--- src/rtl/fir_cop_pkg.sv ---
package fir_cop_pkg;

    localparam int DW      = 24;
    localparam int PRODW   = 2 * DW;
    localparam int ACCW    = 56;
    localparam int RND_SH  = DW - 1;

    typedef enum logic [2:0] {
        REG_SAMPLE = 3'd0,
        REG_RESULT = 3'd1,
        REG_COEF   = 3'd2,
        REG_TAPS   = 3'd3,
        REG_DBASE  = 3'd4,
        REG_CBASE  = 3'd5,
        REG_CSR    = 3'd6,
        REG_NONE   = 3'd7
    } reg_sel_e;

    localparam int CSR_EN     = 0;
    localparam int CSR_ROOM   = 1;
    localparam int CSR_VALID  = 2;
    localparam int CSR_DROP   = 3;
    localparam int CSR_IN_IE  = 4;
    localparam int CSR_OUT_IE = 5;

    typedef enum logic [1:0] {
        ENG_IDLE = 2'd0,
        ENG_RUN  = 2'd1,
        ENG_FIN  = 2'd2
    } eng_state_e;

    typedef struct packed {
        logic signed [DW-1:0] coef;
        logic signed [DW-1:0] samp;
    } mac_op_t;

    function automatic logic [DW-1:0] round_limit(input logic signed [ACCW-1:0] acc);
        logic signed [ACCW:0] biased;
        logic signed [ACCW:0] shifted;
        logic signed [ACCW:0] hi_lim;
        logic signed [ACCW:0] lo_lim;
        hi_lim  = (ACCW+1)'(2 ** (DW - 1) - 1);
        lo_lim  = -(ACCW+1)'(2 ** (DW - 1));
        biased  = {acc[ACCW-1], acc} + (ACCW+1)'(2 ** (RND_SH - 1));
        shifted = biased >>> RND_SH;
        if (shifted > hi_lim)
            return {1'b0, {(DW-1){1'b1}}};
        else if (shifted < lo_lim)
            return {1'b1, {(DW-1){1'b0}}};
        else
            return shifted[DW-1:0];
    endfunction

endpackage

--- src/rtl/fir_in_fifo.sv ---
module fir_in_fifo #(
    parameter int W     = 24,
    parameter int DEPTH = 4
) (
    input  logic                          clk,
    input  logic                          rst,
    input  logic                          push,
    input  logic [W-1:0]                  wdata,
    input  logic                          pop,
    output logic [W-1:0]                  rdata,
    output logic                          full,
    output logic                          empty,
    output logic [$clog2(DEPTH+1)-1:0]    level
);
    localparam int PW = (DEPTH > 1) ? $clog2(DEPTH) : 1;
    localparam int LW = $clog2(DEPTH + 1);

    logic [W-1:0]  store [DEPTH];
    logic [PW-1:0] wr_ptr, rd_ptr;
    logic [LW-1:0] cnt;
    logic          do_push, do_pop;

    assign full    = (cnt == LW'(DEPTH));
    assign empty   = (cnt == '0);
    assign level   = cnt;
    assign do_push = push && !full;
    assign do_pop  = pop && !empty;
    assign rdata   = store[rd_ptr];

    always_ff @(posedge clk) begin
        if (rst) begin
            wr_ptr <= '0;
            rd_ptr <= '0;
            cnt    <= '0;
            for (int i = 0; i < DEPTH; i++) store[i] <= '0;
        end else begin
            if (do_push) begin
                store[wr_ptr] <= wdata;
                wr_ptr <= (wr_ptr == PW'(DEPTH - 1)) ? '0 : wr_ptr + 1'b1;
            end
            if (do_pop)
                rd_ptr <= (rd_ptr == PW'(DEPTH - 1)) ? '0 : rd_ptr + 1'b1;
            case ({do_push, do_pop})
                2'b10:   cnt <= cnt + 1'b1;
                2'b01:   cnt <= cnt - 1'b1;
                default: cnt <= cnt;
            endcase
        end
    end
endmodule

--- src/rtl/fir_addr_gen.sv ---
module fir_addr_gen #(
    parameter int MEM_DEPTH = 16
) (
    input  logic                               clk,
    input  logic                               rst,
    input  logic [$clog2(MEM_DEPTH+1)-1:0]     taps,
    input  logic [$clog2(MEM_DEPTH)-1:0]       data_base,
    input  logic [$clog2(MEM_DEPTH)-1:0]       coef_base,
    input  logic                               restart,
    input  logic                               advance,
    input  logic                               step,
    output logic [$clog2(MEM_DEPTH)-1:0]       wr_addr,
    output logic [$clog2(MEM_DEPTH)-1:0]       rd_data_addr,
    output logic [$clog2(MEM_DEPTH)-1:0]       rd_coef_addr,
    output logic                               last_tap
);
    localparam int AW = $clog2(MEM_DEPTH);
    localparam int TW = $clog2(MEM_DEPTH + 1);

    logic [TW-1:0] head, newest, idx;
    logic [TW:0]   back_off;

    always_comb begin
        if (newest >= idx)
            back_off = {1'b0, newest} - {1'b0, idx};
        else
            back_off = {1'b0, newest} + {1'b0, taps} - {1'b0, idx};
    end

    assign wr_addr      = data_base + head[AW-1:0];
    assign rd_data_addr = data_base + back_off[AW-1:0];
    assign rd_coef_addr = coef_base + idx[AW-1:0];
    assign last_tap     = (idx == taps - 1'b1);

    always_ff @(posedge clk) begin
        if (rst || restart) begin
            head   <= '0;
            newest <= '0;
            idx    <= '0;
        end else if (advance) begin
            newest <= head;
            head   <= (head == taps - 1'b1) ? '0 : head + 1'b1;
            idx    <= '0;
        end else if (step) begin
            idx <= idx + 1'b1;
        end
    end
endmodule

--- src/rtl/fir_mac.sv ---
module fir_mac
    import fir_cop_pkg::*;
(
    input  logic                   clk,
    input  logic                   rst,
    input  logic                   clear,
    input  logic                   en,
    input  mac_op_t                op,
    output logic signed [ACCW-1:0] acc,
    output logic [DW-1:0]          limited
);
    logic signed [PRODW-1:0] prod;
    logic signed [ACCW-1:0]  prod_ext;

    assign prod     = op.coef * op.samp;
    assign prod_ext = {{(ACCW-PRODW){prod[PRODW-1]}}, prod};
    assign limited  = round_limit(acc);

    always_ff @(posedge clk) begin
        if (rst || clear)
            acc <= '0;
        else if (en)
            acc <= acc + prod_ext;
    end
endmodule

--- src/rtl/fir_coproc.sv ---
module fir_coproc
    import fir_cop_pkg::*;
#(
    parameter int MEM_DEPTH  = 16,
    parameter int FIFO_DEPTH = 4
) (
    input  logic          clk,
    input  logic          rst,
    input  logic          bus_wr,
    input  logic          bus_rd,
    input  logic [2:0]    bus_addr,
    input  logic [23:0]   bus_wdata,
    output logic [23:0]   bus_rdata,
    output logic          in_req,
    output logic          out_req,
    output logic          irq
);
    localparam int AW = $clog2(MEM_DEPTH);
    localparam int TW = $clog2(MEM_DEPTH + 1);
    localparam int LW = $clog2(FIFO_DEPTH + 1);

    reg_sel_e   sel;
    logic       wr_sample, wr_coef, wr_taps, wr_dbase, wr_cbase, wr_csr, rd_result;

    logic [TW-1:0] taps_q;
    logic [AW-1:0] dbase_q, cbase_q, coef_k;
    logic          en_q, drop_q, in_ie_q, out_ie_q, out_valid;
    logic [DW-1:0] result_q;

    logic [DW-1:0] dmem [MEM_DEPTH];
    logic [DW-1:0] cmem [MEM_DEPTH];

    eng_state_e    state;
    logic          start, eng_fin, step;

    logic [DW-1:0] fifo_rdata;
    logic          fifo_full, fifo_empty;
    logic [LW-1:0] fifo_level;

    logic [AW-1:0] wr_addr, rd_data_addr, rd_coef_addr;
    logic          last_tap;

    mac_op_t                op;
    logic signed [ACCW-1:0] acc;
    logic [DW-1:0]          limited;

    assign sel       = reg_sel_e'(bus_addr);
    assign wr_sample = bus_wr && (sel == REG_SAMPLE);
    assign wr_coef   = bus_wr && (sel == REG_COEF);
    assign wr_taps   = bus_wr && (sel == REG_TAPS);
    assign wr_dbase  = bus_wr && (sel == REG_DBASE);
    assign wr_cbase  = bus_wr && (sel == REG_CBASE);
    assign wr_csr    = bus_wr && (sel == REG_CSR);
    assign rd_result = bus_rd && (sel == REG_RESULT);

    assign start   = (state == ENG_IDLE) && en_q && !fifo_empty && !out_valid;
    assign step    = (state == ENG_RUN);
    assign eng_fin = (state == ENG_FIN);

    fir_in_fifo #(.W(DW), .DEPTH(FIFO_DEPTH)) u_fifo (
        .clk   (clk),
        .rst   (rst),
        .push  (wr_sample),
        .wdata (bus_wdata),
        .pop   (start),
        .rdata (fifo_rdata),
        .full  (fifo_full),
        .empty (fifo_empty),
        .level (fifo_level)
    );

    fir_addr_gen #(.MEM_DEPTH(MEM_DEPTH)) u_agen (
        .clk          (clk),
        .rst          (rst),
        .taps         (taps_q),
        .data_base    (dbase_q),
        .coef_base    (cbase_q),
        .restart      (wr_taps),
        .advance      (start),
        .step         (step),
        .wr_addr      (wr_addr),
        .rd_data_addr (rd_data_addr),
        .rd_coef_addr (rd_coef_addr),
        .last_tap     (last_tap)
    );

    assign op.coef = cmem[rd_coef_addr];
    assign op.samp = dmem[rd_data_addr];

    fir_mac u_mac (
        .clk     (clk),
        .rst     (rst),
        .clear   (start),
        .en      (step),
        .op      (op),
        .acc     (acc),
        .limited (limited)
    );

    // engine sequencing
    always_ff @(posedge clk) begin
        if (rst) begin
            state <= ENG_IDLE;
        end else begin
            unique case (state)
                ENG_IDLE: if (start) state <= ENG_RUN;
                ENG_RUN:  if (last_tap) state <= ENG_FIN;
                ENG_FIN:  state <= ENG_IDLE;
                default:  state <= ENG_IDLE;
            endcase
        end
    end

    // sample history and coefficient storage
    always_ff @(posedge clk) begin
        if (rst) begin
            for (int i = 0; i < MEM_DEPTH; i++) begin
                dmem[i] <= '0;
                cmem[i] <= '0;
            end
            coef_k <= '0;
        end else begin
            if (start)
                dmem[wr_addr] <= fifo_rdata;
            if (wr_cbase)
                coef_k <= '0;
            else if (wr_coef) begin
                cmem[cbase_q + coef_k] <= bus_wdata;
                coef_k <= coef_k + 1'b1;
            end
        end
    end

    // configuration, status and result
    always_ff @(posedge clk) begin
        if (rst) begin
            taps_q    <= TW'(1);
            dbase_q   <= '0;
            cbase_q   <= '0;
            en_q      <= 1'b0;
            drop_q    <= 1'b0;
            in_ie_q   <= 1'b0;
            out_ie_q  <= 1'b0;
            out_valid <= 1'b0;
            result_q  <= '0;
        end else begin
            if (wr_taps) begin
                if (bus_wdata == '0)
                    taps_q <= TW'(1);
                else if (bus_wdata > 24'(MEM_DEPTH))
                    taps_q <= TW'(MEM_DEPTH);
                else
                    taps_q <= bus_wdata[TW-1:0];
            end
            if (wr_dbase) dbase_q <= bus_wdata[AW-1:0];
            if (wr_cbase) cbase_q <= bus_wdata[AW-1:0];
            if (wr_csr) begin
                en_q     <= bus_wdata[CSR_EN];
                in_ie_q  <= bus_wdata[CSR_IN_IE];
                out_ie_q <= bus_wdata[CSR_OUT_IE];
            end
            if (wr_sample && fifo_full)
                drop_q <= 1'b1;
            else if (wr_csr && bus_wdata[CSR_DROP])
                drop_q <= 1'b0;
            if (eng_fin) begin
                result_q  <= limited;
                out_valid <= 1'b1;
            end else if (rd_result) begin
                out_valid <= 1'b0;
            end
        end
    end

    always_comb begin
        bus_rdata = '0;
        unique case (sel)
            REG_RESULT: bus_rdata = result_q;
            REG_TAPS:   bus_rdata = 24'(taps_q);
            REG_DBASE:  bus_rdata = 24'(dbase_q);
            REG_CBASE:  bus_rdata = 24'(cbase_q);
            REG_CSR: begin
                bus_rdata[CSR_EN]     = en_q;
                bus_rdata[CSR_ROOM]   = !fifo_full;
                bus_rdata[CSR_VALID]  = out_valid;
                bus_rdata[CSR_DROP]   = drop_q;
                bus_rdata[CSR_IN_IE]  = in_ie_q;
                bus_rdata[CSR_OUT_IE] = out_ie_q;
            end
            default: bus_rdata = '0;
        endcase
    end

    assign in_req  = en_q && !fifo_full;
    assign out_req = out_valid;
    assign irq     = (in_ie_q && in_req) || (out_ie_q && out_req);

endmodule

--- config.mk ---
export PLATFORM = sky130hd
export DESIGN_NAME = fir_coproc
export DESIGN_NICKNAME = d
export VERILOG_FILES = /design/src/rtl/fir_cop_pkg.sv /design/src/rtl/fir_in_fifo.sv /design/src/rtl/fir_addr_gen.sv /design/src/rtl/fir_mac.sv /design/src/rtl/fir_coproc.sv
export SDC_FILE = /design/constraint.sdc
export NUM_CORES = 2
export LEC_CHECK = 0
export BUFFER_PORTS_ARGS = -buffer_cell sky130_fd_sc_hd__buf_4
export CAP_MARGIN = 20
export CORE_ASPECT_RATIO = 1.25
export CORE_MARGIN = 2
export CORE_UTILIZATION = 60
export DETAILED_ROUTE_END_ITERATION = 8
export PLACE_DENSITY = 0.84
export SYNTH_ARGS = -nofsm -noshare
export SYNTH_HDL_FRONTEND = slang
export SYNTH_SLANG_ARGS = --single-unit
--- constraint.sdc ---
create_clock -name clk -period 24.4 [get_ports clk]
set_clock_uncertainty 0.2 [all_clocks]
set_input_delay 1.22 -clock clk [delete_from_list [all_inputs] [get_ports clk]]
set_output_delay 1.22 -clock clk [all_outputs]
set_load 0.01 [all_outputs]
Word-level counts from Yosys, hierarchy flattened
Memories as Yosys holds them, arrays and structs flattened. A register that Yosys moved wholly into a read port is not among the register bits.
Cells that the tools add are included.
{ "word_totals": {"regBits": 126, "mem_bits_rw": 864, "inputBits": 31, "out_inout_bits": 27, "mem_count": 3} }
{ "classes": {"n_addsub": 17, "mul": 1, "order_cmp": 4, "n_eq_ne": 17, "muxes": 41, "reduce_logical": 36} }
{ "memory_table": {"columns": ["name", "words", "width", "rd", "rd_clocked_by_memory_dff", "write_ports", "line", "rtl"], "rows": [
  ["cmem", 16, 24, 1, 0, 16, "fir_coproc.sv:31", "logic [DW-1:0] cmem [MEM_DEPTH];"],
  ["dmem", 16, 24, 1, 0, 16, "fir_coproc.sv:30", "logic [DW-1:0] dmem [MEM_DEPTH];"],
  ["u_fifo.store", 4, 24, 1, 1, 4, "fir_in_fifo.sv:18", "logic [W-1:0] store [DEPTH];"]
]} }
{ "ops": {"columns": ["cell", "n"], "rows": [
  ["$mux W24", 5],
  ["$reduce_or A24 Y1", 3],
  ["$add A56 B24 Y57 const B", 1],
  ["$add A56 B48 Y56", 1],
  ["$mul A24 B24 Y48", 1],
  ["$gt A34 B24 Y1 const B", 1],
  ["$lt A34 B24 Y1 const B", 1],
  ["$pmux W6 S5", 1],
  ["$gt A24 B5 Y1 const B", 1],
  ["$logic_not A24 Y1", 1],
  ["$add A4 B4 Y4", 5],
  ["$mux W1", 19],
  ["$mux W18", 1],
  ["$logic_and A1 B1 Y1", 17],
  ["$mux W5", 3],
  ["$mux W2", 7],
  ["$eq A3 B3 Y1 const B", 4],
  ["$mux W4", 3],
  ["$add A5 B1 Y5 const B", 2],
  ["$eq A5 B5 Y1", 2],
  ["$eq A2 B2 Y1 const B", 4],
  ["$sub A4 B4 Y4", 2],
  ["$eq A3 B2 Y1 const B", 2],
  ["$logic_not A3 Y1", 2],
  ["17 further kinds", 27]
]} }

Depth between registers and ports, before layout
{ "logic_depth": {"ltp_word": 9, "depth_mapped": 44, "mapped_depth_nobuf": 39} }

Modules after synthesis
From an unflattened synthesis, not the netlist that was laid out.
{ "hier_totals": {"cells_unflattened": 6104, "hier_area_um2": 73214.0} }
{ "modules_own_cells": {"columns": ["module", "n_inst", "cells_each", "area_per_inst_um2", "seq_area_each_um2"], "rows": [
  ["fir_coproc", 1, 2636, 39668.0, 24023.0],
  ["fir_mac", 1, 3016, 27342.5, 1121.1],
  ["fir_in_fifo", 1, 285, 4673.2, 3062.9],
  ["fir_addr_gen", 1, 167, 1530.2, 300.3]
]} }

Least setup slack after synthesis
OpenSTA, ideal clock, no wires.
{ "synth_path": {"path_kind": "register to register", "start": "reg u_agen.idx[1]", "end": "reg u_mac.acc[55]", "arrival_time_ps": 11099, "required_ps": 24114, "setup_slack_ps": 13015, "stages_incl_launch_ff": 38, "n_path_buf": 5, "period_less_slack_ps": 11385, "path_cell_list": "dfxtp_1 -> inv_1 -> ha_1 -> a21o_1 -> a21o_1 -> a21o_1 -> a21o_1 -> a21oi_1 -> ha_1 -> inv_1 -> fa_1 -> clkbuf_1 -> buf_2 -> buf_1 -> buf_1 -> mux4_2 -> mux2i_1 -> mux2i_4 -> [... 2 more ...] -> fa_1 -> fa_1 -> fa_1 -> fa_1 -> fa_1 -> inv_1 -> fa_1 -> inv_1 -> ha_1 -> clkbuf_1 -> nand4_1 -> or4_1 -> a2111o_1 -> a211oi_1 -> nor3_1 -> o21ba_2 -> o31a_1 -> a211oi_1"} }
{ "synth_between": {"elab_chain_cells": 6} }
{ "synth_lines": {"columns": ["element", "line", "rtl"], "rows": [
  ["from (decl)", "fir_addr_gen.sv:20", "logic [TW-1:0] head, newest, idx;"],
  ["from (signal assigned)", "fir_addr_gen.sv:45", "idx <= idx + 1'b1;"],
  ["$sub A4 B4 Y4 (tied with other cells)", "fir_addr_gen.sv:27", "back_off = {1'b0, newest} + {1'b0, taps} - {1'b0, idx};"],
  ["$mux W4", "fir_addr_gen.sv:24", "if (newest >= idx)"],
  ["$add A4 B4 Y4", "fir_addr_gen.sv:31", "assign rd_data_addr = data_base + back_off[AW-1:0];"],
  ["$mem_v2 Z16 W24", null, null],
  ["$mul A24 B24 Y48 (*)", "fir_mac.sv:15", "assign prod = op.coef * op.samp;"],
  ["$add A56 B48 Y56 (*)", "fir_mac.sv:23", "acc <= acc + prod_ext;"],
  ["to (signal assigned)", "fir_mac.sv:23", null],
  ["to (decl)", "fir_mac.sv:9", "output logic signed [ACCW-1:0] acc,"]
]} }
Mark *: on every way between the ends. The rest lies on a longest branch, timed or not.
A chain may end at the register's enable or synchronous reset.

Worst setup path after layout
{ "layout_path": {"start": "reg u_agen.idx[0]", "end": "reg u_mac.acc[52]"} }
Same word-level chain as after synthesis.

==> impl_metrics.csv <==
group,metric,value,unit
outcome,status,"completed",
synth,synth_top_flop_cell,"edfxtp_1",
layout,drive_gt1_share,10.8,%
synth,synth_top_cell_by_area,"edfxtp_1",
floorplan,rows,139,
worst_setup_path,end_kind,"flip-flop",
synth,synth_top_cell_area_share,37.2,%
floorplan,ios,58,
routing,avgViaCountPerCell,6.06,
global_route,grt_pass1_wl,278,mm
synth,synth_warnings,0,
floorplan,die_y,385,microns
timing,final.setup.tns,0,ps
synth,synthAdderAreaFrac,23.8,%
synth,synth_compound_area_share,3.56,%
floorplan,floorplan.initialDensity,60.6,%
worst_setup_path,crit_top_cell,"fa_1",
clock_tree,htreeDepth,3,
routing,wirelength,178,mm
synth,synthCells,5985,
layout,regArea,28500,sq um
global_route,grt_start_max_net_pins,97,
worst_setup_path,cp.arrival,13890,ps
synth,syn-num-nets,6922,
place,gp_congestion,0.947,
layout,fin_nets,6818,
synth,synth_top_family_by_area,"adder cells",
synth,syn-cell-area,69700,sq um
routing,drt-initial-drc-count,4148,
synth,synth-seq-cells,992,
global_route,grt.total_usage,30.8,%
timing,slew_headroom,25.6,%
timing,max_freq,74.0,MHz
routing,drc,0,
global_route,gr-total-overflow,0,
floorplan,core-area,115000,sq um
clock_tree,cts_sinks,992,
synth,ys_async_sr_fraction,0,%
layout,multi_input_area,37000,sq um
timing,finalHoldViolations,0,
place,dpl.hpwl,121,mm
synth,yosysUniqueCellTypes,83,
routing,vias,45500,
clock_tree,clock_latency,720,ps
clock_tree,clk_pin_slew,60,ps
timing,rsz0062_at_grt,"no",
timing,tightestPinTransition,1090,ps
worst_setup_path,critical_path_class,"flip-flop to flip-flop",
synth,synth.area.top_cells,"edfxtp_1 37%, fa_1 20%, mux4_2 6.2%, and2_1 5.0%, inv_1 4.0%",
global_route,grt_pass1_vias,49700,
routing,ant_nets,0,
routing,firstDrtPassIters,6,
synth,synth-simple-area-share,14.9,%
clock_tree,hold_buffers,0,
timing,period_minus_slack,13520,ps
place,dp_cells,7331,
timing,finalSetupViolations,0,
worst_setup_path,start_kind,"flip-flop",
hold_path,min_path_type,"flip-flop to flip-flop",
clock_tree,post-cts-setup-buffers,0,
run,maxCapViolCount,0,
clock_tree,root_buffer,"clkbuf_16",
place,io_buffers,57,
clock_tree,cts-buffers-inserted,94,
synth,synth-edff-count,864,
synth,synth-xor-area-share,1.54,%
floorplan,die-area,119000,sq um
layout,fillers,7881,
timing,drv_slew,0,
clock_tree,cts_buffer_depth,3,
synth,synth_area_per_cell,11.6,sq um
layout,area_delta_synth_final,7.36,%
synth,synth-seq-area-share,40.9,%
worst_setup_path,critical_path_required,24770,ps
clock_tree,cts_tree,"done",
layout,fin_cells,7512,
routing,wl_per_cell,23.7,microns
synth,muxShareOfSynthArea,8.85,%
timing,post-route-period-util,55.4,%
worst_setup_path,critPathMaxStageDelay,1450,ps
global_route,antenna_found_initial,2,
floorplan,fp.dieW,309,microns
worst_setup_path,path_max_fanout,49,
worst_setup_path,slowest_stage,"fa_4",
clock_tree,post_cts_resized,0,
Yosys cell counts, types with 7 or more instances:
cell type,count
a31oi_1,7
buf_1,23
o21bai_1,18
o21ai_1,25
nor2b_1,213
and4_1,8
a21o_1,35
xnor2_1,81
clkbuf_1,288
ha_1,204
o21ai_0,53
mux2i_1,117
nand4_1,29
nor4_1,12
mux4_2,192
nand2_1,490
nor3_1,67
nor2_1,546
fa_1,702
or2_2,21
a211oi_1,43
mux2_2,37
dfxtp_1,128
mux2i_4,10
inv_1,750
buf_4,22
buf_2,45
o21a_1,9
nand3_1,31
nand3b_1,7
and2_1,560
nand2b_1,50
xor2_1,40
a21oi_1,153
edfxtp_1,864
cells by family after synthesis:
kind of cell	after synthesis
DFF	992
xor gates and xnor gates	122
buffers and inverters	1132
and+or+nand+nor	2076
AOI/OAI and AO/OA	399
muxes	358
adders and majority gates	906
stage by stage:
step | setup slack [ps] | util (%) | instance area, sq um | hold slack [ps]
after CTS | 10890 | 65.0 | 74700 | 262
after detailed placement | 10930 | 62.3 | 71700 | 255
final | 10880 | 65.1 | 74800 | 262
after global routing | 10190 | 65.1 | 74800 | 279
after global placement | 11170 | 62.2 | 71500 | 247
after floorplan | 13020 | - | 69700 | 232
critical path, delay by kind of cell, from the launching register on:
family | cells | cell delay [ps]
AO/OA/AOI/OAI | 10 | 2410
XOR/XNOR | 1 | 180
adder cells (fa/ha/maj) | 11 | 6410
buffers and inverters | 5 | 1090
flip-flops | 1 | 530
multiplexers | 3 | 1450
AND/OR/NAND/NOR | 5 | 940
path summary, 6_finish.rpt:
path,startpoint,endpoint,slack [ps],cells after the start
setup / recovery,u_agen.idx[0]$_SDFFE_PP0N_,u_mac.acc[52]$_SDFFE_PP0N_,10880,35
setup reg to reg,u_agen.idx[0]$_SDFFE_PP0N_,u_mac.acc[52]$_SDFFE_PP0N_,10880,35
hold / removal,u_mac.acc[0]$_SDFFE_PP0N_,u_mac.acc[0]$_SDFFE_PP0N_,260,2
hold reg to reg,u_mac.acc[0]$_SDFFE_PP0N_,u_mac.acc[0]$_SDFFE_PP0N_,260,2
state kept, by name, summed over array words and instances (netlist names), 3 cells and up, named ones only:
signal and flops:
cbase_q 4, cmem 384, coef_k 4, dbase_q 4, dmem 384, result_q 24
taps_q 5, u_agen.head 5, u_agen.idx 5, u_agen.newest 5, u_fifo.level 3, u_fifo.store 96
u_mac.acc 56
layer usage:
metal / global-route usage [%] / up-vias / wire [microns]
met5: 0 / - / 25
met4: 18.0 / 2 / 11100
met3: 5.34 / 679 / 15100
met2: 53.7 / 2470 / 92000
met1: 35.9 / 23000 / 60200
li1: - / 19400 / -
cells in the final DEF (no fill, tap or decap), types with 25 or more instances in the layout:
| cell type | netlist | routed |
|---|---|---|
| o21ai_0 | 53 | 53 |
| nand3_1 | 31 | 31 |
| o21ai_1 | 25 | 25 |
| xor2_1 | 40 | 39 |
| mux2_2 | 37 | 37 |
| mux4_2 | 192 | 192 |
| inv_1 | 750 | 750 |
| nor3_1 | 67 | 67 |
| xnor2_1 | 81 | 79 |
| ha_1 | 204 | 202 |
| clkbuf_16 | 0 | 94 |
| a21oi_1 | 153 | 129 |
| buf_4 | 22 | 175 |
| mux2i_1 | 117 | 112 |
| fa_1 | 702 | 700 |
| a21o_1 | 35 | 35 |
| and2_1 | 560 | 560 |
| nand4_1 | 29 | 29 |
| dfxtp_1 | 128 | 127 |
| nand2b_1 | 50 | 43 |
| nor2_1 | 546 | 545 |
| edfxtp_1 | 864 | 864 |
| nor2b_1 | 213 | 212 |
| nand2_1 | 490 | 490 |
| a211oi_1 | 43 | 43 |
area by class of cell:
class                      count  area share (%)
clock buffer                 110            3.25
inverter                     750            3.76
clock inverter                64           0.833
antenna                        2         0.00669
multi-input combinational   3861            49.5
timing repair buffer         182            1.94
tap                         1551            2.59
sequential                   992            38.1
Power is not shown: default switching activity piles up to over one toggle a cycle in this logic, so the estimate is an artifact.
